**config.mk**
```make
export PLATFORM = sky130hd
export DESIGN_NAME = irq_level_enc
export DESIGN_NICKNAME = d
export VERILOG_FILES = /design/src/rtl/irq_lvl_pkg.sv /design/src/rtl/irq_mask_regs.sv /design/src/rtl/irq_lvl_lookup.sv /design/src/rtl/irq_lvl_max.sv /design/src/rtl/irq_level_enc.sv
export SDC_FILE = /design/constraint.sdc
export NUM_CORES = 1
export LEC_CHECK = 0
export ABC_AREA = 1
export BUFFER_PORTS_ARGS = -buffer_cell sky130_fd_sc_hd__buf_4
export CAP_MARGIN = 20
export CORE_MARGIN = 1
export CORE_UTILIZATION = 49
export CTS_BUF_LIST = sky130_fd_sc_hd__clkbuf_4 sky130_fd_sc_hd__clkbuf_8 sky130_fd_sc_hd__clkbuf_16
export DETAILED_ROUTE_END_ITERATION = 6
export HOLD_SLACK_MARGIN = 0.15
export MAX_ROUTING_LAYER = met4
export PLACE_DENSITY = 0.77
export SKIP_CTS_REPAIR_TIMING = 1
export SLEW_MARGIN = 20
export SYNTH_ARGS = -nofsm -noshare
export SYNTH_HDL_FRONTEND = slang
export SYNTH_SLANG_ARGS = --single-unit
```
**constraint.sdc**
```tcl
create_clock -name clk_i -period 12.5 [get_ports clk_i]
set_input_delay 2.5 -clock clk_i [delete_from_list [all_inputs] [get_ports clk_i]]
set_output_delay 2.5 -clock clk_i [all_outputs]
set_load 0.005 [all_outputs]
```
**src/rtl/irq_lvl_pkg.sv**
```systemverilog
package irq_lvl_pkg;
  localparam int unsigned SRC_N  = 32;
  localparam int unsigned LEVEL_W = 4;
  localparam logic [SRC_N-1:0] FIXED_BITS = 32'h4FB2_007F;

  localparam logic [1:0] OFF_PEND = 2'd0;
  localparam logic [1:0] OFF_MASK = 2'd1;
  localparam logic [1:0] OFF_EN   = 2'd2;
  localparam logic [1:0] OFF_DIS  = 2'd3;

  // Irregular source-to-level map; indices past the table give 0
  function automatic logic [LEVEL_W-1:0] src_level(input int idx);
    case (idx)
      0: return 4'd2;    1: return 4'd3;    2: return 4'd5;    3: return 4'd7;
      4: return 4'd9;    5: return 4'd11;   6: return 4'd0;    7: return 4'd14;
      8: return 4'd3;    9: return 4'd5;    10: return 4'd7;   11: return 4'd9;
      12: return 4'd11;  13: return 4'd13;  14: return 4'd12;  15: return 4'd12;
      16: return 4'd6;   17: return 4'd0;   18: return 4'd4;   19: return 4'd10;
      20: return 4'd8;   21: return 4'd0;   22: return 4'd11;  28: return 4'd15;
      30: return 4'd15;
      default: return 4'd0;
    endcase
  endfunction
endpackage

```
**src/rtl/irq_mask_regs.sv**
```systemverilog
module irq_mask_regs
  import irq_lvl_pkg::*;
#(
  parameter int unsigned NUM_SRC = 32,
  parameter logic [NUM_SRC-1:0] FIXED = '0
) (
  input  logic               clk_i,
  input  logic               rst_ni,
  input  logic [NUM_SRC-1:0] src_i,
  input  logic               en_wr_i,
  input  logic               dis_wr_i,
  input  logic [NUM_SRC-1:0] wdata_i,
  output logic [NUM_SRC-1:0] pend_q_o,
  output logic [NUM_SRC-1:0] mask_q_o,
  output logic [NUM_SRC-1:0] pend_d_o,
  output logic [NUM_SRC-1:0] mask_d_o
);
  localparam logic [NUM_SRC-1:0] MASKABLE = ~FIXED;

  logic [NUM_SRC-1:0] wv, pend_q, mask_q, pend_d, mask_d;

  assign wv = wdata_i & MASKABLE;

  always_comb begin
    pend_d = (pend_q & ~(dis_wr_i ? wv : '0)) | src_i;
    mask_d = mask_q;
    if (en_wr_i)       mask_d = mask_q & ~wv;
    else if (dis_wr_i) mask_d = mask_q | wv;
  end

  always_ff @(posedge clk_i or negedge rst_ni) begin
    if (!rst_ni) begin
      pend_q <= '0;
      mask_q <= MASKABLE;
    end else begin
      pend_q <= pend_d;
      mask_q <= mask_d;
    end
  end

  assign pend_q_o = pend_q;
  assign mask_q_o = mask_q;
  assign pend_d_o = pend_d;
  assign mask_d_o = mask_d;

  p_unmask_r2: assert property (@(posedge clk_i) disable iff (!rst_ni)
    en_wr_i |=> ((mask_q & $past(wdata_i & MASKABLE)) == '0));
  p_fixed_open_r3: assert property (@(posedge clk_i) disable iff (!rst_ni)
    (mask_q & FIXED) == '0);
  p_mask_set_r4: assert property (@(posedge clk_i) disable iff (!rst_ni)
    dis_wr_i |=> ((mask_q & $past(wdata_i & MASKABLE)) == $past(wdata_i & MASKABLE)));
  p_pend_drop_r4: assert property (@(posedge clk_i) disable iff (!rst_ni)
    dis_wr_i |=> ((pend_q & $past(wdata_i & MASKABLE & ~src_i)) == '0));
  p_capture_r5: assert property (@(posedge clk_i) disable iff (!rst_ni)
    (|src_i) |=> ((pend_q & $past(src_i)) == $past(src_i)));
endmodule

```
**src/rtl/irq_lvl_lookup.sv**
```systemverilog
module irq_lvl_lookup
  import irq_lvl_pkg::*;
#(
  parameter int unsigned NUM_SRC = 32,
  parameter int unsigned LVL_W   = 4
) (
  input  logic [NUM_SRC-1:0]       act_i,
  output logic [NUM_SRC*LVL_W-1:0] lvl_o
);
  for (genvar g = 0; g < NUM_SRC; g++) begin : g_src
    localparam logic [LVL_W-1:0] LV = LVL_W'(src_level(g));
    assign lvl_o[g*LVL_W +: LVL_W] = act_i[g] ? LV : '0;
  end
endmodule

```
**src/rtl/irq_lvl_max.sv**
```systemverilog
module irq_lvl_max #(
  parameter int unsigned NUM_SRC = 32,
  parameter int unsigned LVL_W   = 4
) (
  input  logic [NUM_SRC*LVL_W-1:0] lvl_i,
  output logic [LVL_W-1:0]         max_o
);
  always_comb begin
    max_o = '0;
    for (int i = 0; i < NUM_SRC; i++) begin
      if (lvl_i[i*LVL_W +: LVL_W] > max_o) max_o = lvl_i[i*LVL_W +: LVL_W];
    end
  end
endmodule

```
**src/rtl/irq_level_enc.sv**
```systemverilog
module irq_level_enc
  import irq_lvl_pkg::*;
#(
  parameter int unsigned NUM_SRC = SRC_N,
  parameter int unsigned LVL_W   = LEVEL_W,
  parameter int unsigned OFF_W   = 2,
  parameter logic [NUM_SRC-1:0] FIXED = FIXED_BITS
) (
  input  logic               clk_i,
  input  logic               rst_ni,
  input  logic [NUM_SRC-1:0] src_i,
  input  logic               wr_en_i,
  input  logic [OFF_W-1:0]   addr_i,
  input  logic [NUM_SRC-1:0] wdata_i,
  output logic [NUM_SRC-1:0] rdata_o,
  output logic [LVL_W-1:0]   level_o
);
  logic en_wr, dis_wr;
  logic [NUM_SRC-1:0] pend_q, mask_q, pend_d, mask_d;
  logic [NUM_SRC*LVL_W-1:0] lvl_vec;
  logic [LVL_W-1:0] lvl_max, level_q;

  assign en_wr  = wr_en_i && (addr_i == OFF_W'(OFF_EN));
  assign dis_wr = wr_en_i && (addr_i == OFF_W'(OFF_DIS));

  irq_mask_regs #(.NUM_SRC(NUM_SRC), .FIXED(FIXED)) u_regs (
    .clk_i, .rst_ni, .src_i,
    .en_wr_i(en_wr), .dis_wr_i(dis_wr), .wdata_i,
    .pend_q_o(pend_q), .mask_q_o(mask_q),
    .pend_d_o(pend_d), .mask_d_o(mask_d)
  );

  // Level is looked up from next state so it lands on the same edge
  irq_lvl_lookup #(.NUM_SRC(NUM_SRC), .LVL_W(LVL_W)) u_lookup (
    .act_i(pend_d & ~mask_d), .lvl_o(lvl_vec)
  );

  irq_lvl_max #(.NUM_SRC(NUM_SRC), .LVL_W(LVL_W)) u_max (
    .lvl_i(lvl_vec), .max_o(lvl_max)
  );

  always_ff @(posedge clk_i or negedge rst_ni) begin
    if (!rst_ni) level_q <= '0;
    else         level_q <= lvl_max;
  end

  always_comb begin
    case (addr_i)
      OFF_W'(OFF_PEND): rdata_o = pend_q;
      OFF_W'(OFF_MASK): rdata_o = mask_q;
      default:          rdata_o = '0;
    endcase
  end

  assign level_o = level_q;

  p_quiet_level_r8: assert property (@(posedge clk_i) disable iff (!rst_ni)
    ((pend_q & ~mask_q) == '0) |-> (level_q == '0));
  p_wr_low_mask_stable_r10: assert property (@(posedge clk_i) disable iff (!rst_ni)
    !(en_wr || dis_wr) |=> $stable(mask_q));
endmodule

```
==> metrics.cfg <==
[run_status]
status = complete, but fails checks
failed_checks = negative setup slack

[finish]
post_route_cells_drive_above_1_share_pct = 48.2
fin_util_pct = 76.6
area_of_all_placed_cells_without_fillers_um2 = 6360
fillers = 603
syn2layout_area_growth_pct = 49.7
final_nets = 912
antenna_cells = 0

[timing]
setup_slack_ns = -3.49
timing_worst_slew_pin_value_ns = 0.755
final_min_period_over_clock_period_pct = 128
rsz0062_at_grt = yes
peak_freq_mhz = 62.5
max_slew_margin_pct = 49.6
hold_viol = 0
setup_failing_eps_final = 4
clock_skew_after_layout_ns = 0.0107
maxSlewViolCount = 0
finalCriticalPeriod_ns = 15.99
setup_total_negative_slack_ns = -13.93

[floorplanning]
die_w_um = 95.1
placementRows = 33
die-area_um2 = 9050
dieHeight_um = 95.1
starting_utilization_of_the_core_area_pct = 51.2
core-area_um2 = 8300
io-pin-count = 105

[clock_tree]
insertion_delay_ns = 0.31
cts_tree = built
cts-buffers-inserted = 5
cts.sink_count = 52
clk_transition_reported_paths_ns = 0.10
cts-root-buf = clkbuf_8
cts_htree_levels = 2
clock_tree.buffer_depth = 2

[route]
via_count = 4533
post_drt_via_cell_ratio = 5.03
detail_route_antenna_nets = 0
drc = 0
drt-total-wl_um = 12200
drt_first_iter_violations = 143
wl_per_cell_um = 13.5
drt-pass1-iter-count = 5

[critical_path]
worst_path_most_repeated_cell = nand2_2
cp_data_arrival_time_ns = 16.20
startpoint_type = primary input
cp_slowest_stage_delay_ns = 0.40
cp_max_fo = 5
timing.reg2reg.worst_path_depth = 132
setup.worst_path.end_class = flop
timing_worst_setup_path_type = primary input to flop
critical_path_required_ns = 12.71
cpMaxStageDelayCell = a221o_2

[job]
max-cap-violations = 0

[global_route]
antenna_found_initial = 0
first_global_vias = 4364
gr-usage-all-layers_pct = 25.8
globalRoute.totalOverflow = 0
grt_start_max_net_pins = 53
grt_first_pass_wirelength_um = 17900

[hold_path]
count_of_cells_along_the_worst_hold_path = 1
hold_path_class = flop to flop

[logic_synthesis]
synth-seq-cells = 52
ys.warnings.count = 0
synthesis.area_um2 = 4250
yosys-top-cells-area = dfrtp_1 (21%), ha_1 (14%), inv_1 (13%)
synth.avg_cell_area_um2 = 7.06
synthCells = 602
syn-num-nets = 718
synth_top_area_cell = dfrtp_1
yosysTopAreaCellShare_pct = 21.2
synth.distinct_cells = 33
synth-seq-area-share_pct = 31.1

[power_and_ir_drop]
power_density_nw_per_um2 = 233
p_leak_nw = 3.61
max-vdd-ir-drop_v = 0.000169

[place]
globalplace.congestion = 0.850
port_buffers = 88
post-place-ws_ns = -3.79
dpl-instance-area_um2 = 5790
place_hpwl_um = 8400

-- registers in the layout, summed over array words and instances (netlist names), named ones only --
signal	count
level_o	4
u_regs.mask_q_o	15
u_regs.pend_q_o	32
-- worst paths after layout --
check                                              start                             to  slack, ns
setup / recovery                                src_i[2]           level_o[0]$_DFF_PN0_      -3.49
hold reg to reg            u_regs.pend_q_o[27]$_DFF_PN0_  u_regs.pend_q_o[27]$_DFF_PN0_       0.47
min in group asynchronous                         rst_ni  u_regs.pend_q_o[21]$_DFF_PN0_       2.21
setup reg to reg            u_regs.pend_q_o[2]$_DFF_PN0_           level_o[0]$_DFF_PN0_      -1.66
max in group asynchronous                         rst_ni  u_regs.pend_q_o[15]$_DFF_PN0_       9.84
hold / removal             u_regs.pend_q_o[27]$_DFF_PN0_  u_regs.pend_q_o[27]$_DFF_PN0_       0.47
-- cell usage in the layout, fill, tap and decap left out, drive strengths merged --
| cell | instances |
|---|---|
| clkinv | 3 |
| and3 | 1 |
| a31oi | 1 |
| nor2 | 62 |
| inv | 150 |
| nand3 | 59 |
| nor3 | 1 |
| buf | 197 |
| a21boi | 1 |
| o21ai | 45 |
| clkinvlp | 1 |
| nand2 | 120 |
| clkbuf | 6 |
| dfstp | 16 |
| o21bai | 19 |
| a21oi | 11 |
| o22ai | 2 |
| a32oi | 1 |
| ha | 47 |
| nand4 | 7 |
| a221o | 1 |
| o31ai | 1 |
| dfrtp | 36 |
| or2 | 9 |
-- cells by family after synthesis --
kind of cell	count (synthesis)	share of synthesized area, %
AOI/OAI and AO/OA	82	11.5
adders and majority gates	47	13.8
buffers and inverters	162	14.5
DFF	52	31.1
and+or+nand+nor	259	29.1
-- worst max-delay path: cells and delay by family --
kind	cells	cell delay [ns]
AND/OR/NAND/NOR	68	5.52
adder cells (fa/ha/maj)	17	3.99
buffers and inverters	32	2.11
AO/OA/AOI/OAI	16	2.07
-- metal layers --
metal / up-vias / GRT usage, % / part of all wire (%)
met1: 2114 / 27.3 / 38
met4: 0 / 9.47 / 2.8
li1: 2249 / - / -
met2: 138 / 48.6 / 54
met5: - / - / 0
met3: 32 / 3.19 / 4.8
-- Yosys cell counts (all sizes together) --
library cell,n
inv,150
o21ai,45
o21bai,19
nand2,120
nor3,1
o22ai,2
nand4,7
buf,1
dfstp,16
and3,1
ha,47
dfrtp,36
a221o,1
a31oi,1
clkbuf,9
clkinv,2
nand3,59
a21oi,11
nor2,62
a21boi,1
a32oi,1
o31ai,1
or2,9
-- cell type report --
class / count / area (um2) / share of cell area, %
multi-input combinational: 388 / 2760 / 43.5
timing repair buffer: 197 / 1480 / 23.3
sequential: 52 / 1320 / 20.8
inverter: 152 / 573 / 9.01
tap: 105 / 131 / 2.07
clock buffer: 6 / 76.3 / 1.20
clock inverter: 2 / 12.5 / 0.197
-- power breakdown --
group          internal (mW)  total [mW]  switching [mW]
sequential             0.198       0.204         0.00558
combinational          0.569        1.18           0.608
clock                 0.0415       0.100          0.0584
-- through the flow --
stage               std cells  power, mW  hold slack [ns]
finish                    902       1.48            0.472
global placement          881       1.13            0.446
CTS                       889       1.30            0.476
floorplan                 602      0.781            0.437
global route              902       1.62            0.497
detailed placement        881       1.19            0.451
Power figures use the tool's default switching activity.
